==> src/rtl/rob_pkg.sv <==
package rob_pkg;
  typedef enum logic [1:0] {
    KIND_ALU    = 2'd0,
    KIND_STORE  = 2'd1,
    KIND_BRANCH = 2'd2
  } kind_e;
endpackage

==> src/rtl/rob_ptrs.sv <==
module rob_ptrs #(
  parameter int DEPTH = 8,
  parameter int TAG_W = $clog2(DEPTH),
  parameter int CNT_W = $clog2(DEPTH + 1)
) (
  input  logic             clk,
  input  logic             rst,
  input  logic             clear,
  input  logic             push,
  input  logic             pop,
  output logic [TAG_W-1:0] head,
  output logic [TAG_W-1:0] tail,
  output logic [CNT_W-1:0] occ,
  output logic             full
);
  localparam logic [TAG_W-1:0] LAST = TAG_W'(DEPTH - 1);

  function automatic logic [TAG_W-1:0] bump(input logic [TAG_W-1:0] p);
    return (p == LAST) ? '0 : p + 1'b1;
  endfunction

  always_ff @(posedge clk) begin
    if (rst || clear) begin
      head <= '0;
      tail <= '0;
      occ  <= '0;
    end else begin
      if (push) tail <= bump(tail);
      if (pop)  head <= bump(head);
      if (push && !pop)      occ <= occ + 1'b1;
      else if (pop && !push) occ <= occ - 1'b1;
    end
  end

  assign full = (occ == CNT_W'(DEPTH));
endmodule

==> src/rtl/rob_status.sv <==
module rob_status #(
  parameter int DEPTH = 8,
  parameter int TAG_W = $clog2(DEPTH)
) (
  input  logic             clk,
  input  logic             rst,
  input  logic             clear,
  input  logic             push,
  input  logic [TAG_W-1:0] tail,
  input  logic             pop,
  input  logic [TAG_W-1:0] head,
  input  logic             cmp_we,
  input  logic [TAG_W-1:0] cmp_tag,
  input  logic             cmp_mis,
  input  logic             cmp_exc,
  output logic [DEPTH-1:0] live_v,
  output logic [DEPTH-1:0] done_v,
  output logic [DEPTH-1:0] mis_v,
  output logic [DEPTH-1:0] exc_v
);
  for (genvar i = 0; i < DEPTH; i++) begin : g_slot
    always_ff @(posedge clk) begin
      if (rst || clear) begin
        live_v[i] <= 1'b0;
        done_v[i] <= 1'b0;
        mis_v[i]  <= 1'b0;
        exc_v[i]  <= 1'b0;
      end else begin
        if (pop && head == TAG_W'(i)) live_v[i] <= 1'b0;
        if (push && tail == TAG_W'(i)) begin
          live_v[i] <= 1'b1;
          done_v[i] <= 1'b0;
          mis_v[i]  <= 1'b0;
          exc_v[i]  <= 1'b0;
        end
        if (cmp_we && cmp_tag == TAG_W'(i)) begin
          done_v[i] <= 1'b1;
          mis_v[i]  <= cmp_mis;
          exc_v[i]  <= cmp_exc;
        end
      end
    end
  end
endmodule

==> src/rtl/rob_store.sv <==
module rob_store #(
  parameter int DEPTH  = 8,
  parameter int TAG_W  = $clog2(DEPTH),
  parameter int DATA_W = 32,
  parameter int REG_W  = 5,
  parameter int PC_W   = 32
) (
  input  logic              clk,
  input  logic              wr_claim,
  input  logic [TAG_W-1:0]  claim_addr,
  input  logic [1:0]        claim_kind,
  input  logic [REG_W-1:0]  claim_dest,
  input  logic [PC_W-1:0]   claim_pc,
  input  logic              wr_result,
  input  logic [TAG_W-1:0]  result_addr,
  input  logic [DATA_W-1:0] result_value,
  input  logic [TAG_W-1:0]  rd_addr,
  output logic [1:0]        rd_kind,
  output logic [REG_W-1:0]  rd_dest,
  output logic [PC_W-1:0]   rd_pc,
  output logic [DATA_W-1:0] rd_value
);
  logic [1:0]        kind_mem [DEPTH];
  logic [REG_W-1:0]  dest_mem [DEPTH];
  logic [PC_W-1:0]   pc_mem   [DEPTH];
  logic [DATA_W-1:0] val_mem  [DEPTH];

  always_ff @(posedge clk) begin
    if (wr_claim) begin
      kind_mem[claim_addr] <= claim_kind;
      dest_mem[claim_addr] <= claim_dest;
      pc_mem[claim_addr]   <= claim_pc;
    end
  end

  always_ff @(posedge clk) begin
    if (wr_result) val_mem[result_addr] <= result_value;
  end

  always_ff @(posedge clk) begin
    rd_kind  <= kind_mem[rd_addr];
    rd_dest  <= dest_mem[rd_addr];
    rd_pc    <= pc_mem[rd_addr];
    rd_value <= val_mem[rd_addr];
  end
endmodule

==> src/rtl/rob_inorder.sv <==
module rob_inorder #(
  parameter int DEPTH  = 8,
  parameter int TAG_W  = $clog2(DEPTH),
  parameter int DATA_W = 32,
  parameter int REG_W  = 5,
  parameter int PC_W   = 32
) (
  input  logic              clk,
  input  logic              rst,
  input  logic              rs_free,
  input  logic              alloc_valid,
  input  logic [1:0]        alloc_kind,
  input  logic [REG_W-1:0]  alloc_dest,
  input  logic [PC_W-1:0]   alloc_pc,
  output logic              alloc_ready,
  output logic [TAG_W-1:0]  alloc_tag,
  input  logic              cmp_valid,
  input  logic [TAG_W-1:0]  cmp_tag,
  input  logic [DATA_W-1:0] cmp_value,
  input  logic              cmp_mispredict,
  input  logic              cmp_exception,
  output logic              commit_reg_we,
  output logic [REG_W-1:0]  commit_dest,
  output logic [DATA_W-1:0] commit_value,
  output logic              commit_store_go,
  output logic              flush,
  output logic              trap_valid,
  output logic [PC_W-1:0]   trap_pc
);
  import rob_pkg::*;

  localparam int CNT_W = $clog2(DEPTH + 1);

  logic [TAG_W-1:0] head, tail;
  logic [CNT_W-1:0] occ;
  logic             full;
  logic [DEPTH-1:0] live_v, done_v, mis_v, exc_v;
  logic             head_done, head_bad, take_flush, retire, push, cmp_take;
  logic             retire_q, flush_q, trap_q;
  logic [1:0]       rd_kind;

  // Decisions taken at the oldest slot
  assign head_done  = live_v[head] && done_v[head];
  assign head_bad   = mis_v[head] || exc_v[head];
  assign take_flush = head_done && head_bad;
  assign retire     = head_done && !head_bad;

  assign alloc_ready = rs_free && !take_flush && (!full || retire);
  assign push        = alloc_valid && alloc_ready;
  assign alloc_tag   = tail;
  assign cmp_take    = cmp_valid && live_v[cmp_tag] && !take_flush &&
                       !(retire && cmp_tag == head);

  rob_ptrs #(.DEPTH(DEPTH), .TAG_W(TAG_W), .CNT_W(CNT_W)) u_ptrs (
    .clk(clk), .rst(rst), .clear(take_flush), .push(push), .pop(retire),
    .head(head), .tail(tail), .occ(occ), .full(full)
  );

  rob_status #(.DEPTH(DEPTH), .TAG_W(TAG_W)) u_status (
    .clk(clk), .rst(rst), .clear(take_flush),
    .push(push), .tail(tail), .pop(retire), .head(head),
    .cmp_we(cmp_take), .cmp_tag(cmp_tag),
    .cmp_mis(cmp_mispredict), .cmp_exc(cmp_exception),
    .live_v(live_v), .done_v(done_v), .mis_v(mis_v), .exc_v(exc_v)
  );

  rob_store #(.DEPTH(DEPTH), .TAG_W(TAG_W), .DATA_W(DATA_W),
              .REG_W(REG_W), .PC_W(PC_W)) u_store (
    .clk(clk),
    .wr_claim(push), .claim_addr(tail), .claim_kind(alloc_kind),
    .claim_dest(alloc_dest), .claim_pc(alloc_pc),
    .wr_result(cmp_take), .result_addr(cmp_tag), .result_value(cmp_value),
    .rd_addr(head),
    .rd_kind(rd_kind), .rd_dest(commit_dest), .rd_pc(trap_pc),
    .rd_value(commit_value)
  );

  always_ff @(posedge clk) begin
    if (rst) begin
      retire_q <= 1'b0;
      flush_q  <= 1'b0;
      trap_q   <= 1'b0;
    end else begin
      retire_q <= retire;
      flush_q  <= take_flush;
      trap_q   <= take_flush && exc_v[head];
    end
  end

  assign commit_reg_we   = retire_q && (rd_kind == KIND_ALU);
  assign commit_store_go = retire_q && (rd_kind == KIND_STORE);
  assign flush           = flush_q;
  assign trap_valid      = trap_q;
endmodule

==> config.mk <==
export PLATFORM = sky130hd
export DESIGN_NAME = rob_inorder
export DESIGN_NICKNAME = d
export VERILOG_FILES = /design/src/rtl/rob_pkg.sv /design/src/rtl/rob_ptrs.sv /design/src/rtl/rob_status.sv /design/src/rtl/rob_store.sv /design/src/rtl/rob_inorder.sv
export SDC_FILE = /design/constraint.sdc
export NUM_CORES = 1
export LEC_CHECK = 0
export BUFFER_PORTS_ARGS = -buffer_cell sky130_fd_sc_hd__clkbuf_2
export CORE_AREA = 3 3 241 243
export DETAILED_ROUTE_END_ITERATION = 7
export DIE_AREA = 0 0 244 246
export GPL_TIMING_DRIVEN = 0
export SYNTH_ARGS = -nofsm -noshare
export SYNTH_HDL_FRONTEND = slang
export SYNTH_HIERARCHICAL = 1
export SYNTH_SLANG_ARGS = --single-unit
==> constraint.sdc <==
create_clock -name clk -period 9.7 [get_ports clk]
set_input_delay 1.455 -clock clk [delete_from_list [all_inputs] [get_ports clk]]
set_output_delay 1.455 -clock clk [all_outputs]
set_load 0.01 [all_outputs]
# After elaboration in Yosys (flattened, before gate mapping)
# Memories as Yosys holds them, arrays and structs flattened. A register that Yosys moved wholly into a read port is not among the register bits.
# Index checks and enable logic that the tools add are counted.
[word_totals]
reg_bits = 45
latch_bits = 0
ram_bits = 568
romBits = 0
input_bits = 81
word_cells = 207
mem_count = 4
[memory_table]
columns = ["name", "depth", "width", "read_ports", "rd_ports_with_merged_regs", "write_ports", "line_no", "text"]
rows = [
  ["u_store.pc_mem", 8, 32, 1, 1, 1, "rob_store.sv:25", "logic [PC_W-1:0] pc_mem [DEPTH];"],
  ["u_store.val_mem", 8, 32, 1, 1, 1, "rob_store.sv:26", "logic [DATA_W-1:0] val_mem [DEPTH];"],
  ["u_store.dest_mem", 8, 5, 1, 1, 1, "rob_store.sv:24", "logic [REG_W-1:0] dest_mem [DEPTH];"],
  ["u_store.kind_mem", 8, 2, 1, 1, 1, "rob_store.sv:23", "logic [1:0] kind_mem [DEPTH];"],
]
[classes]
addsub = 4
n_mul = 0
div_mod_pow = 0
n_lt_le_gt_ge = 2
n_eq_ne = 24
shifts = 0
n_mux = 66
n_bitwise = 0
reduce_logical = 69
[op_table]
columns = ["cell", "n"]
rows = [
  ["two-way mux 1 bit", 57],
  ["logical AND 1 bit", 39],
  ["== test 3 bit, second input constant", 12],
  ["nonzero test 2 bit", 17],
  ["== test 3 x 2 -> 1 bit, second input constant", 6],
  ["binary-select mux 1 bit (select 3 bit)", 5],
  ["== test 3 x 1 -> 1 bit, second input constant", 3],
  ["zero test 3 bit", 3],
  ["< comparator 3 x 4 -> 1 bit, second input constant", 2],
  ["two-way mux 4 bit", 2],
  ["adder 3 x 1 -> 3 bit, second input constant", 2],
  ["zero test 1 bit", 6],
  ["two-way mux 3 bit", 2],
  ["adder 4 x 1 -> 4 bit, second input constant", 1],
  ["== test 4 bit, second input constant", 1],
  ["subtractor 4 x 1 -> 4 bit, second input constant", 1],
  ["== test 3 bit", 1],
  ["logical OR 1 bit", 3],
  ["== test 2 x 1 -> 1 bit, second input constant", 1],
  ["zero test 2 bit", 1],
]

# Longest topological paths before layout
[logic_depth]
depth_word = 12
ltp_mapped = 13
mapped_depth_nobuf = 12

# By module
# Netlist, hierarchy kept.
[modules_own_cells]
columns = ["mod", "instances", "cells_each", "area_each_um2"]
rows = [
  ["rob_store", 1, 918, 22829.4],
  ["rob_status", 1, 125, 1395.1],
  ["rob_ptrs", 1, 60, 534.3],
  ["rob_inorder", 1, 47, 479.2],
]

# Worst setup path after synthesis
# Ideal clock, no wire load.
[synth_path]
kind = "reg-to-reg"
start = "register u_ptrs.head[1]"
end = "memory u_store.dest_mem[0][0] (enable)"
setup_time_ns = 0.484
arrival_time_ns = 4.774
path_slack_ns = 4.442
path_stages_with_launch = 9
path_buffers = 1
cell_sequence = "dfxtp_1 buf_6 mux4_2 mux2i_2 nand2_2 mux2i_1 and3_1 nand2b_1 nor3_1"
[synth_between]
elab_chain_cells = 10
elab_cells_between_ends = 20
classes_between = "mux: 10; reduce/logical: 10"
[synth_rtl]
columns = ["element", "line_no", "text"]
rows = [
  ["start, declared", "rob_ptrs.sv:11", "output logic [TAG_W-1:0] head,"],
  ["start signal, assigned", "rob_ptrs.sv:29", "if (pop) head <= bump(head);"],
  ["binary-select mux 1 bit (select 3 bit), on equally long branches", "rob_inorder.sv:43, rob_inorder.sv:44", ""],
  ["two-way mux 1 bit, on equally long branches", "rob_inorder.sv:43, rob_inorder.sv:44", ""],
  ["logical AND 1 bit or logical OR 1 bit (tied branches)", "rob_inorder.sv:43, rob_inorder.sv:44", ""],
  ["logical AND 1 bit or zero test 1 bit (tied branches)", "rob_inorder.sv:45, rob_inorder.sv:46", ""],
  ["zero test 1 bit or logical AND 1 bit (tied branches)", "rob_inorder.sv:48, rob_inorder.sv:46", ""],
  ["logical AND 1 bit or logical OR 1 bit (tied branches)", "rob_inorder.sv:48", "assign alloc_ready = rs_free && !take_flush && (!full || retire);"],
  ["logical AND 1 bit (*)", "rob_inorder.sv:48", ""],
  ["logical AND 1 bit (*)", "rob_inorder.sv:49", "assign push = alloc_valid && alloc_ready;"],
  ["net push", "rob_inorder.sv:38", "logic head_done, head_bad, take_flush, retire, push, cmp_take;"],
  ["two-way mux 1 bit (*)", "rob_store.sv:29", "if (wr_claim) begin"],
  ["two-way mux 1 bit (not written as such) (*)", "rob_store.sv:31", "dest_mem[claim_addr] <= claim_dest;"],
  ["end, declared", "rob_store.sv:24", ""],
]
# The timed path passes the listed nets; every way through them passes the cells marked *. The select of a mux whose other input is x is not followed.

# Worst setup path in the final report
[layout_path]
start = "register u_ptrs.head[0]"
end = "memory u_store.pc_mem[0][20] (enable)"
[layout_between]
elab_chain_cells = 10
elab_cells_between_ends = 20
classes_between = "mux: 10; reduce/logical: 10"
[layout_rtl]
columns = ["element", "line_no", "text"]
rows = [
  ["binary-select mux 1 bit (select 3 bit), on equally long branches", "rob_inorder.sv:43, rob_inorder.sv:44", ""],
  ["two-way mux 1 bit, on equally long branches", "rob_inorder.sv:43, rob_inorder.sv:44", ""],
  ["logical AND 1 bit or logical OR 1 bit (tied branches)", "rob_inorder.sv:43, rob_inorder.sv:44", ""],
  ["logical AND 1 bit or zero test 1 bit (tied branches)", "rob_inorder.sv:45, rob_inorder.sv:46", ""],
  ["zero test 1 bit or logical AND 1 bit (tied branches)", "rob_inorder.sv:48, rob_inorder.sv:46", ""],
  ["logical AND 1 bit or logical OR 1 bit (tied branches)", "rob_inorder.sv:48", ""],
  ["logical AND 1 bit (*)", "rob_inorder.sv:48", ""],
  ["logical AND 1 bit (*)", "rob_inorder.sv:49", ""],
  ["net push", "rob_inorder.sv:38", ""],
  ["two-way mux 1 bit (*)", "rob_store.sv:29", ""],
  ["two-way mux 1 bit (not written as such) (*)", "rob_store.sv:32", "pc_mem[claim_addr] <= claim_pc;"],
  ["end, declared", "rob_store.sv:25", ""],
]
# Marked as above.

==> metrics.csv <==
stage,metric,value,unit
drt,post_drt_via_cell_ratio,5.39,
global_route,global_route_wire_length_before_repair,79.6,mm
pwr,power.density,200,nW/um2
global_route,globalRoute.totalOverflow,0,
floorplanning,die_y_extent,246,um
drt,drt-wirelength-per-cell,23.7,um
clocking,root_buffer,sky130_fd_sc_hd__clkbuf_16,
worst_setup_path,criticalPathCategory,register to register,
synthesis,post_synth_inst_count,1150,
clocking,clock_sinks,684,
sta,final-setup-viol-count,0,
drt,num_vias,12000,
sta,skew,0.0253,ns
floorplanning,row_count,87,
worst_setup_path,worst_ep_arrival_time,4.62,ns
placement,dpl_cell_area,27500,um2
global_route,grt_usage,17.9,%
synthesis,synth-warning-count,6,
floorplanning,die_x,244,um
layout,layout.cells.most_common,sky130_fd_sc_hd__edfxtp_1,
synthesis,postSynthAreaPerCell,21.9,um2
sta,report.final.slew_viol_count,0,
worst_setup_path,critical_path.startpoint_type,register,
global_route,initial_antenna_violation_count,5,
drt,initialDrtViolationCount,772,
worst_setup_path,timing.critical_path.to_type,register,
sta,smallest_hold_slack,0.495,ns
drt,postRouteWirelength,52.7,mm
global_route,grt_max_degree,22,
sta,timing.max_slew.rel_slack,36.8,%
worst_setup_path,critical_path.cell_chain,buf_6 > inv_1 > a311o_1 > a32oi_2 > mux2i_1 > and3_1 > nand2b_1 > nor3_2 > buf_6 > buf_4,
synthesis,yosysSeqAreaShare,76.8,%
layout,design_area,29800,um2
layout,fin_nets,1498,
clocking,clock_slew_at_the_register_clock_pins_of_the_worst_setup_and_hold_paths,0.06,ns
synthesis,synth.distinct_cells,57,
synthesis,synthDominantCellAreaShare,67.6,%
hold_path,path_class_of_the_lowest_slack_min_delay_path,register to register,
pwr,leak_pwr,9.70,nW
layout,layout-drive-gt1-share,39.7,%
sta,final.setup.worst_slack,5.36,ns
pwr,worst_ir_drop_vdd,127,uV
synthesis,synth.largest_area_cell,sky130_fd_sc_hd__edfxtp_1,
layout,number_of_cells_in_the_finished_layout_apart_from_fillers,2223,
layout,final_core_utilization,53.0,%
sta,final_hold_viol_count,0,
drt,detailedRoute.firstPassIterationCount,5,
worst_setup_path,cp_data_required_time,9.98,ns
floorplanning,core_region_area,56200,um2
placement,place_ws,5.35,ns
run_status,result_of_the_run,"complete, no violations",
clocking,htreeDepth,3,
synthesis,post_synth_main_area_contributors,"sky130_fd_sc_hd__edfxtp_1, sky130_fd_sc_hd__mux4_2, sky130_fd_sc_hd__dfxtp_1, sky130_fd_sc_hd__mux2_2, sky130_fd_sc_hd__nor2_1",
sta,fin_setup_tns,0,ns
worst_setup_path,worst-path-buf-inv,4,
sta,tightestPinTransition,0.943,ns
clocking,cts_buffers,71,
worst_setup_path,crit_fanout,13,
pwr,design_power_total,5.97,mW
synthesis,synthArstFlopShare,0,%
drt,postRouteAntennaNets,0,
layout,syn2layout_area_growth,18.0,%
placement,place_inst,2092,
placement,dp.final_hpwl,33.1,mm
placement,port_buffers,157,
synthesis,synth-edff-count,568,
sta,highest_clock_frequency_the_design_can_meet,231,MHz
clocking,clk-insertion-delay-late,0.60,ns
clocking,post_cts_hold_buffer_count,0,
floorplanning,starting_utilization_of_the_core_area,44.9,%
synthesis,synthFlopType,sky130_fd_sc_hd__edfxtp_1,
synthesis,cell_area_synth,25200,um2
clocking,post_cts_resize_count,0,
sta,grt_setup_unrepaired,false,
floorplanning,die-area,60000,um2
drt,drcViolationCount,0,
placement,place.gp.congestion,0.812,
clocking,longest_clk_path_bufs,3,
sta,final_period_minus_worst_setup_slack,4.34,ns
synthesis,postSynthRegisterBits,684,
synthesis,mappedNetlistNets,1239,
clocking,postCtsSetupBuffers,0,
flow_run,timing.max_cap.violations,0,
worst_setup_path,critical-path-max-stage-delay,0.79,ns
worst_setup_path,critPathTopFamily,simple AND/OR/NAND/NOR gates,
sta,layout_worst_path_cycle_share,44.7,%
worst_setup_path,critical_path.slowest_cell,sky130_fd_sc_hd__nor3_2,
layout,mostFrequentLayoutCells,"sky130_fd_sc_hd__edfxtp_1, sky130_fd_sc_hd__clkbuf_2, sky130_fd_sc_hd__mux4_2, sky130_fd_sc_hd__dfxtp_1, sky130_fd_sc_hd__clkbuf_16",
clocking,tritoncts,yes,
global_route,vias_in_the_first_global_route,12700,
floorplanning,design.portCount,158,
worst_setup_path,critical_path.most_common_cell,sky130_fd_sc_hd__buf_6,
-- layer usage --
layer	up-vias	global-route usage, %	share of wire (%)	wire [um]
li1	5306	-	-	-
met1	6318	23.8	43	22400
met3	83	4.35	5.6	2970
met5	-	0	0.11	58
met2	262	29.5	50	26100
met4	8	5.43	2.0	1040
-- worst register-to-register path, cell delays in order, from the launching register on --
cell and delay (ns):
sky130_fd_sc_hd__dfxtp_1 0.51, sky130_fd_sc_hd__buf_6 0.21, sky130_fd_sc_hd__inv_1 0.13, sky130_fd_sc_hd__a311o_1 0.30, sky130_fd_sc_hd__a32oi_2 0.41, sky130_fd_sc_hd__mux2i_1 0.30
sky130_fd_sc_hd__and3_1 0.51, sky130_fd_sc_hd__nand2b_1 0.34, sky130_fd_sc_hd__nor3_2 0.79, sky130_fd_sc_hd__buf_6 0.28, sky130_fd_sc_hd__buf_4 0.24
-- layout make-up --
class | count | area, um2
Antenna cell | 2 | 5.00
Multi-Input combinational cell | 403 | 5620
Clock buffer | 97 | 1970
Inverter | 9 | 33.8
Sequential cell | 684 | 19400
Fill cell | 4454 | 26400
Tap cell | 756 | 946
Buffer | 54 | 315
Clock inverter | 32 | 278
Timing Repair Buffer | 186 | 1230
-- sequential cells by signal, summed over array words and instances, names as in the netlist --
| name | cells |
|---|---|
| trap_valid | 1 |
| u_status/mis_v | 8 |
| u_status/done_v | 8 |
| u_store/rd_pc | 32 |
| u_status/live_v | 8 |
| u_ptrs/occ | 4 |
| u_ptrs/tail | 3 |
| u_store/rd_kind | 2 |
| u_ptrs/head | 3 |
| flush | 1 |
| u_store/val_mem | 256 |
| u_status/exc_v | 8 |
| u_store/pc_mem | 256 |
| u_store/kind_mem | 16 |
| retire_q | 1 |
| u_store/rd_dest | 5 |
| u_store/dest_mem | 40 |
| u_store/rd_value | 32 |
-- final timing paths --
check	slack, ns	to	start	cells past startpoint
worst max-delay path	5.36	u_store/pc_mem[0][20]$_DFFE_PP_	u_ptrs/head[0]$_SDFFE_PP0P_	10
worst min-delay path	0.50	u_status/done_v[5]$_SDFFE_PP0P_	u_status/done_v[5]$_SDFFE_PP0P_	2
worst max register to register	5.36	u_store/pc_mem[0][20]$_DFFE_PP_	u_ptrs/head[0]$_SDFFE_PP0P_	10
worst min register to register	0.50	u_status/done_v[5]$_SDFFE_PP0P_	u_status/done_v[5]$_SDFFE_PP0P_	2
-- logic make-up (layout without fill, tap and decap cells) --
group           count (synthesis)  count (layout)  synth area share [%]
buf+inv                        63             378                  1.38
fa+ha+maj                       8               8                 0.426
flops                         684             684                  76.8
mux                           226             226                  16.7
xor+xnor                        5               5                 0.174
simple gates                   99              99                  2.36
compound gates                 65              65                  2.17
other cells                     0               2                     0
-- power by group --
part	switching, mW	total, mW	internal (mW)
clock	1.08	2.61	1.53
combinational	0.0846	0.138	0.0533
sequential	0.0122	3.22	3.21
-- Yosys cell counts, types with 2 or more instances --
cell type and n:
sky130_fd_sc_hd__buf_2 21, sky130_fd_sc_hd__nand3_1 4, sky130_fd_sc_hd__edfxtp_1 568, sky130_fd_sc_hd__ha_1 7
sky130_fd_sc_hd__nor2_1 39, sky130_fd_sc_hd__a32o_2 6, sky130_fd_sc_hd__mux2_2 72, sky130_fd_sc_hd__buf_6 11
sky130_fd_sc_hd__and4b_4 3, sky130_fd_sc_hd__nand4bb_1 4, sky130_fd_sc_hd__o211ai_1 2, sky130_fd_sc_hd__nand2b_1 9
sky130_fd_sc_hd__mux4_2 146, sky130_fd_sc_hd__a31oi_1 2, sky130_fd_sc_hd__o31ai_1 2, sky130_fd_sc_hd__o21ai_0 6
sky130_fd_sc_hd__or2_2 2, sky130_fd_sc_hd__nor3_1 6, sky130_fd_sc_hd__clkbuf_1 20, sky130_fd_sc_hd__nand2_1 10
sky130_fd_sc_hd__inv_2 2, sky130_fd_sc_hd__inv_1 7, sky130_fd_sc_hd__a41oi_2 7, sky130_fd_sc_hd__nand4b_1 3
sky130_fd_sc_hd__and4bb_4 3, sky130_fd_sc_hd__mux2i_1 5, sky130_fd_sc_hd__and2_1 3, sky130_fd_sc_hd__xnor2_1 4
sky130_fd_sc_hd__and3_1 2, sky130_fd_sc_hd__mux4_1 2, sky130_fd_sc_hd__dfxtp_1 116, sky130_fd_sc_hd__a21oi_1 22
sky130_fd_sc_hd__a32o_1 10
No activity file was read; power rests on OpenSTA's default activity.
